### config.mk
export PLATFORM = sky130hd
export DESIGN_NAME = ext_irq_aggregator
export DESIGN_NICKNAME = d
export VERILOG_FILES = /design/src/rtl/agg_pkg.sv /design/src/rtl/agg_sync.sv /design/src/rtl/agg_bank.sv /design/src/rtl/agg_route.sv /design/src/rtl/ext_irq_aggregator.sv
export SDC_FILE = /design/constraint.sdc
export NUM_CORES = 1
export LEC_CHECK = 0
export BUFFER_PORTS_ARGS = -buffer_cell sky130_fd_sc_hd__buf_2
export CAP_MARGIN = 20
export CORE_MARGIN = 10
export CORE_UTILIZATION = 40
export CTS_CLUSTER_DIAMETER = 50
export CTS_CLUSTER_SIZE = 20
export DETAILED_ROUTE_END_ITERATION = 7
export SLEW_MARGIN = 25
export SYNTH_ARGS = -nofsm -noshare
export SYNTH_HDL_FRONTEND = slang
export SYNTH_SLANG_ARGS = --single-unit
### constraint.sdc
create_clock -name clk -period 2.5 [get_ports clk]
set_input_delay 0.5 -clock clk [delete_from_list [all_inputs] [get_ports clk]]
set_output_delay 0.5 -clock clk [all_outputs]
set_load 0.01 [all_outputs]
### src/rtl/agg_pkg.sv
package agg_pkg;
    localparam int unsigned LINES_PER_BANK = 32;
    localparam int unsigned BANK_STRIDE    = 8;
    localparam logic [15:0] STAT_BASE      = 16'h0000;
    localparam logic [15:0] SENSE_BASE     = 16'h0040;
    localparam logic [15:0] MASK_BASE      = 16'h0080;

    typedef struct packed {
        logic       hit;
        logic [6:0] line;
    } vec_hit_t;

    // Vector space: block b+1 of 4 KiB holds bank b, one word per line.
    function automatic vec_hit_t vec_decode(input logic [15:0] a, input int unsigned nbanks);
        vec_hit_t   r;
        logic [3:0] blk;
        blk    = a[15:12] - 4'd1;
        r.hit  = (a[15:12] != 4'd0) && (32'(a[15:12]) <= nbanks)
                 && (a[11:7] == 5'd0) && (a[1:0] == 2'd0);
        r.line = {blk[1:0], a[6:2]};
        return r;
    endfunction
endpackage

### src/rtl/agg_sync.sv
module agg_sync #(
    parameter int unsigned WIDTH = 32
) (
    input  logic             clk,
    input  logic             rst_n,
    input  logic [WIDTH-1:0] raw_i,
    output logic [WIDTH-1:0] sync_o
);
    typedef struct packed {
        logic [WIDTH-1:0] meta;
        logic [WIDTH-1:0] stable;
    } sync_t;

    sync_t sy_d, sy_q;

    always_comb begin
        sy_d.meta   = raw_i;
        sy_d.stable = sy_q.meta;
    end

    always_ff @(posedge clk or negedge rst_n) begin
        if (!rst_n) sy_q <= '0;
        else        sy_q <= sy_d;
    end

    assign sync_o = sy_q.stable;
endmodule

### src/rtl/agg_bank.sv
module agg_bank
    import agg_pkg::*;
#(
    parameter int unsigned BANK_IDX = 0
) (
    input  logic        clk,
    input  logic        rst_n,
    input  logic [31:0] lvl_i,
    input  logic        wr_en,
    input  logic [15:0] addr,
    input  logic [31:0] wr_data,
    output logic [31:0] status_o,
    output logic [31:0] sense_o,
    output logic [31:0] mask_o
);
    localparam logic [15:0] MY_STAT  = STAT_BASE  + 16'(BANK_IDX * BANK_STRIDE);
    localparam logic [15:0] MY_SENSE = SENSE_BASE + 16'(BANK_IDX * BANK_STRIDE);
    localparam logic [15:0] MY_MASK  = MASK_BASE  + 16'(BANK_IDX * BANK_STRIDE);

    typedef struct packed {
        logic [31:0] sense;
        logic [31:0] mask;
        logic [31:0] pend;
        logic [31:0] prev;
    } bank_t;

    bank_t       bk_d, bk_q;
    logic [31:0] tog;
    logic [31:0] rise;

    always_comb begin
        bk_d      = bk_q;
        tog       = (wr_en && addr == MY_STAT) ? wr_data : 32'd0;
        rise      = lvl_i & ~bk_q.prev;
        bk_d.prev = lvl_i;
        bk_d.pend = (bk_q.pend ^ tog) | (rise & ~bk_q.sense);
        if (wr_en && addr == MY_SENSE) bk_d.sense = wr_data;
        if (wr_en && addr == MY_MASK)  bk_d.mask  = wr_data;
    end

    always_ff @(posedge clk or negedge rst_n) begin
        if (!rst_n) bk_q <= '0;
        else        bk_q <= bk_d;
    end

    assign status_o = bk_q.pend | (lvl_i & bk_q.sense);
    assign sense_o  = bk_q.sense;
    assign mask_o   = bk_q.mask;


    edge_capture_chk: assert property (@(posedge clk) disable iff (!rst_n)
        (|(rise & ~bk_q.sense)) |=>
        ((bk_q.pend & $past(rise & ~bk_q.sense)) == $past(rise & ~bk_q.sense)));


    pend_sticky_chk: assert property (@(posedge clk) disable iff (!rst_n)
        (tog == 32'd0) |=> (($past(bk_q.pend) & ~bk_q.pend) == 32'd0));


    toggle_flip_chk: assert property (@(posedge clk) disable iff (!rst_n)
        (tog != 32'd0) |=>
        (((bk_q.pend ^ $past(bk_q.pend)) & $past(tog & ~rise)) == $past(tog & ~rise)));
endmodule

### src/rtl/agg_route.sv
module agg_route
    import agg_pkg::*;
#(
    parameter int unsigned NUM_BANKS = 2,
    parameter int unsigned NUM_TRIG  = 4,
    parameter int unsigned NUM_LINES = NUM_BANKS * LINES_PER_BANK,
    parameter int unsigned VEC_W     = $clog2(NUM_TRIG + 1),
    parameter int unsigned LINE_W    = $clog2(NUM_LINES)
) (
    input  logic                 clk,
    input  logic                 rst_n,
    input  logic                 wr_en,
    input  logic [15:0]          addr,
    input  logic [31:0]          wr_data,
    input  logic [NUM_LINES-1:0] active_i,
    input  logic [LINE_W-1:0]    rd_line_i,
    output logic [VEC_W-1:0]     vec_rd_o,
    output logic [NUM_TRIG-1:0]  trig_o
);
    typedef struct packed {
        logic [NUM_LINES-1:0][VEC_W-1:0] vec;
    } route_t;

    route_t   rt_d, rt_q;
    vec_hit_t wdec;

    always_comb begin
        rt_d = rt_q;
        wdec = vec_decode(addr, NUM_BANKS);
        if (wr_en && wdec.hit)
            rt_d.vec[LINE_W'(wdec.line)] = wr_data[VEC_W-1:0];
    end

    always_ff @(posedge clk or negedge rst_n) begin
        if (!rst_n) rt_q <= '0;
        else        rt_q <= rt_d;
    end

    for (genvar k = 1; k <= NUM_TRIG; k++) begin : g_trig
        always_comb begin
            trig_o[k-1] = 1'b0;
            for (int l = 0; l < NUM_LINES; l++)
                if (active_i[l] && rt_q.vec[l] == VEC_W'(k)) trig_o[k-1] = 1'b1;
        end
    end

    assign vec_rd_o = rt_q.vec[rd_line_i];


    trig_source_chk: assert property (@(posedge clk) disable iff (!rst_n)
        (trig_o != '0) |-> (active_i != '0));
endmodule

### src/rtl/ext_irq_aggregator.sv
module ext_irq_aggregator
    import agg_pkg::*;
#(
    parameter int unsigned NUM_BANKS = 2,
    parameter int unsigned NUM_TRIG  = 4
) (
    input  logic                               clk,
    input  logic                               rst_n,
    input  logic [NUM_BANKS*LINES_PER_BANK-1:0] irq_in,
    input  logic                               wr_en,
    input  logic                               rd_en,
    input  logic [15:0]                        addr,
    input  logic [31:0]                        wr_data,
    output logic [31:0]                        rd_data,
    output logic [NUM_TRIG-1:0]                trig_out
);
    localparam int unsigned NUM_LINES = NUM_BANKS * LINES_PER_BANK;
    localparam int unsigned VEC_W     = $clog2(NUM_TRIG + 1);
    localparam int unsigned LINE_W    = $clog2(NUM_LINES);

    logic [NUM_LINES-1:0] lvl;
    logic [NUM_LINES-1:0] status_all, sense_all, mask_all;
    logic [VEC_W-1:0]     vec_rd;
    vec_hit_t             rdec;

    typedef struct packed {
        logic [31:0] data;
    } rd_t;

    rd_t rd_d, rd_q;

    agg_sync #(.WIDTH(NUM_LINES)) u_sync (
        .clk(clk), .rst_n(rst_n), .raw_i(irq_in), .sync_o(lvl)
    );

    for (genvar b = 0; b < NUM_BANKS; b++) begin : g_bank
        agg_bank #(.BANK_IDX(b)) u_bank (
            .clk      (clk),
            .rst_n    (rst_n),
            .lvl_i    (lvl[b*32 +: 32]),
            .wr_en    (wr_en),
            .addr     (addr),
            .wr_data  (wr_data),
            .status_o (status_all[b*32 +: 32]),
            .sense_o  (sense_all[b*32 +: 32]),
            .mask_o   (mask_all[b*32 +: 32])
        );
    end

    always_comb rdec = vec_decode(addr, NUM_BANKS);

    agg_route #(.NUM_BANKS(NUM_BANKS), .NUM_TRIG(NUM_TRIG)) u_route (
        .clk       (clk),
        .rst_n     (rst_n),
        .wr_en     (wr_en),
        .addr      (addr),
        .wr_data   (wr_data),
        .active_i  (status_all & mask_all),
        .rd_line_i (LINE_W'(rdec.line)),
        .vec_rd_o  (vec_rd),
        .trig_o    (trig_out)
    );

    always_comb begin
        rd_d = rd_q;
        if (rd_en) begin
            rd_d.data = 32'd0;
            for (int b = 0; b < NUM_BANKS; b++) begin
                if (addr == STAT_BASE  + 16'(b * BANK_STRIDE)) rd_d.data = status_all[b*32 +: 32];
                if (addr == SENSE_BASE + 16'(b * BANK_STRIDE)) rd_d.data = sense_all[b*32 +: 32];
                if (addr == MASK_BASE  + 16'(b * BANK_STRIDE)) rd_d.data = mask_all[b*32 +: 32];
            end
            if (rdec.hit) rd_d.data = 32'(vec_rd);
        end
    end

    always_ff @(posedge clk or negedge rst_n) begin
        if (!rst_n) rd_q <= '0;
        else        rd_q <= rd_d;
    end

    assign rd_data = rd_q.data;


    all_masked_chk: assert property (@(posedge clk) disable iff (!rst_n)
        (mask_all == '0) |-> (trig_out == '0));
endmodule

==> flow_summary.json <==
{
  "outcome": "finished with violations",
  "failed_checks": "setup timing",
  "antenna_found_initial": 10,
  "slowest_delay_ns": 0.65,
  "cts_sinks": 608,
  "synth.avg_cell_area_um2": 11.3,
  "endpoint_kind": "output pin",
  "worstSetupPathDepth": 11,
  "finalClockSkew_ns": 0.0463,
  "track_usage_pct": 31.9,
  "critical_path_arrival_ns": 2.94,
  "synth_seq_area_share_pct": 53.7,
  "num_rows": 97,
  "netlist_area_um2": 28400,
  "dpl_cell_area_um2": 36900,
  "core-area_um2": 70100,
  "ioPinCount": 152,
  "synth-edff-count": 0,
  "power_frac_comb_pct": 5.2,
  "area_growth_pct": 45.9,
  "dp_hpwl_um": 104000,
  "power.switching_mw": 6.27,
  "hold_path_depth": 1,
  "power.density_nw_per_um2": 572,
  "h-tree-depth": 3,
  "worst_hold_path_type": "input pin to flip-flop",
  "drv_slew": 0,
  "synth_compound_gate_area_share_pct": 11.0,
  "rsz0062_at_grt": "true",
  "regToRegStartpoint": "u_route.rt_q[15]",
  "synth-seq-cells": 608,
  "fmax_mhz": 291,
  "synth-xor-area-share_pct": 1.02,
  "die_x_um": 286,
  "ys.warnings.count": 0,
  "cts-root-buf": "clkbuf_16",
  "num_vias": 26100,
  "period_minus_slack_ns": 3.44,
  "stdcell_count": 4528,
  "post-route-period-util_pct": 138,
  "max_cap_viol_count": 0,
  "hold_violations": 0,
  "max_slew.worst_pin.slew_ns": 1.11,
  "cp_top_family": "simple AND/OR/NAND/NOR gates",
  "fp.dieH_um": 286,
  "reg2reg_slack_ns": 0.01,
  "fin_nets": 3633,
  "timing.rr.end": "rd_data[0]",
  "sw_frac_of_total_pct": 26.5,
  "p_int_mw": 17.4,
  "drive_gt1_share_pct": 45.2,
  "ys_async_sr_fraction_pct": 100,
  "max-clock-path-buffers": 3,
  "cts_tree": "done",
  "route.detailed.wl_per_inst_um": 29.4,
  "crit_path_frequent_cell": "buf_4",
  "cp_data_required_time_ns": 2.00,
  "grt_pass1_wl_um": 190000,
  "drt_iter0_drc": 2540,
  "synthFlopType": "dfrtp_1",
  "power.share.sequential_pct": 42.6,
  "ys_types": 70,
  "hold_end": "u_sync.sy_d[47]",
  "design_area_um2": 41400,
  "min_from": "irq_in[47]",
  "grt_pass1_vias": 26800,
  "reg2reg_depth": 10,
  "via_per_inst": 5.76,
  "clock_latency_ns": 0.66,
  "tns_ns": -3.46,
  "clock_power_share_pct": 52.2,
  "routed_wl_um": 133000,
  "worst-path-buf-inv": 4,
  "synth_mux_area_share_pct": 15.5,
  "syn-num-nets": 2618,
  "cp_cell_sequence": "a21o_1 -> nand2_1 -> buf_12 -> nor4b_1 -> a2111oi_2 -> buf_4 -> nand4_1 -> nor3_2 -> buf_4 -> nand3_1 -> buf_2",
  "slowest_stage": "nor4b_1",
  "cp_max_fo": 4,
  "path_class": "flip-flop to output pin",
  "setup.worst_path.start_class": "flip-flop",
  "synth_top_family_by_area": "simple AND/OR/NAND/NOR gates",
  "io_buffers": 151,
  "grt_max_degree": 94,
  "drc_errors": 0,
  "peakVddDrop_mv": 0.719,
  "gr-total-overflow": 0,
  "setup_ws_ns": -0.938,
  "netlist_instances": 2502,
  "setup_viol": 4,
  "cts_made_buffers": 82,
  "yosys.area_share.simple_pct": 16.4,
  "initial_utilization_pct": 40.4,
  "timing.slew.headroom_pct": 26.1,
  "synth_fa_ha_area_share_pct": 0,
  "place_inst": 4301,
  "dieArea_um2": 81900,
  "drtPass1Iterations": 6,
  "total_power_mw": 23.7,
  "ant_nets": 0,
  "p_leak_nw": 19.7,
  "gp_congestion": 1.00,
  "clkTransAtPathRegs_ns": 0.07
}
## how the worst max path moves through the flow
stage | startpoint | endpoint | slack (ns)
2_1_floorplan | addr[2] | g_bank[1].u_bank.sense_o[10] | 0.003
3_3_place_gp | addr[3] | rd_data[0] | -0.62
3_5_place_dp | addr[15] | u_route.rt_q[12] | -0.62
4_1_cts | u_sync.sync_o[44] | trig_out[2] | -0.91
5_1_grt | u_sync.sync_o[13] | trig_out[1] | -0.99
6_report | u_sync.sync_o[13] | trig_out[1] | -0.94
## synthesized netlist by cell type, types with 17 or more instances
cell,n,share of area [%]
and3_1,36,0.79
buf_2,30,0.53
nor3b_1,38,1.0
clkbuf_1,63,0.83
dfrtp_1,608,54
inv_1,55,0.73
nor4b_1,94,2.9
mux2_2,301,12
nor4_1,40,0.88
nand3_1,56,0.99
nand4_1,30,0.66
a21o_1,63,1.7
xor2_1,17,0.53
mux2_4,30,1.6
o21ai_0,148,2.6
and2_1,28,0.62
nand2_1,277,3.7
mux2i_1,23,0.81
nor2_1,157,2.1
a22oi_1,51,1.4
a222oi_1,20,0.71
a21oi_1,67,1.2
## sequential cells by signal, summed over array words and instances, names as in the netlist
| register | cells |
|---|---|
| u_route.rt_q | 192 |
| g_bank.u_bank.mask_o | 64 |
| g_bank.u_bank.sense_o | 64 |
| u_sync.sy_d | 64 |
| g_bank.u_bank.bk_q | 128 |
| rd_data | 32 |
| u_sync.sync_o | 64 |
## logic make-up (layout without fill, tap and decap cells)
logic type      Yosys count  count (layout)
flops                   608             608
compound gates          470             470
simple gates            855             855
xor+xnor                 33              33
buf+inv                 168            1253
mux                     368             368
other cells               0               1
## routing by layer
layer | vias to the layer above | global-route usage, % | part of all wire, %
met5 | - | 0 | 0.041
met4 | 10 | 13.1 | 4.6
met3 | 241 | 6.42 | 7.5
met2 | 1091 | 49.9 | 45
met1 | 13400 | 42.9 | 43
li1 | 11300 | - | -
## placed cells by master (no fill, tap or decap), types with 30 or more instances in the layout
master	n
buf_4	749
dfrtp_1	606
mux2_2	301
nand2_1	247
nor2_1	155
buf_2	148
o21ai_0	147
clkbuf_16	85
nor4b_1	79
buf_12	69
dlygate4sd3_1	64
a21o_1	62
a21oi_1	58
inv_1	55
nand3_1	54
a22oi_1	49
and3_1	36
nor3b_1	30
nand4_1	30
mux2_4	30
## layout make-up
type | count | area [um^2]
diodes | 1 | 2.50
flip-flops and latches | 608 | 15200
repair buffers | 1044 | 8570
well taps | 940 | 1180
multi-input cells | 1726 | 13200
clock inverters | 64 | 821
inverters | 55 | 206
fillers | 5871 | 28800
clock buffers | 90 | 2150
## stage by stage
step / util (%) / setup slack (ns) / hold WS [ns]
CTS: 58.7 / -0.914 / 0.0136
global route: 59.0 / -0.989 / 0.0374
detailed placement: 52.6 / -0.623 / 0.335
global placement: 52.6 / -0.624 / 0.332
floorplan: - / 0.00262 / 0.204
finish: 59.0 / -0.938 / 0.0447
## timing repair
action                                  CTS  global route
buffers inserted                          9             3
endpoints found under the setup margin    4            32
gates cloned                              0             2
resized for setup                       141            35
pin swaps                                43            29
hold endpoints to repair                 95             0
hold buffers                             64             0
## power by group through the flow
stage | Clock, mW | Sequential, mW | Combinational [mW]
final | 12.3 | 10.1 | 1.24
after global routing | 12.9 | 10.1 | 1.32
after CTS | 12.5 | 10.1 | 1.23
after detailed placement | 0 | 10.3 | 1.14
after global placement | 0 | 10.3 | 1.12
after floorplan | 0 | 10.2 | 0.279
(Power assumes the default switching activity.)
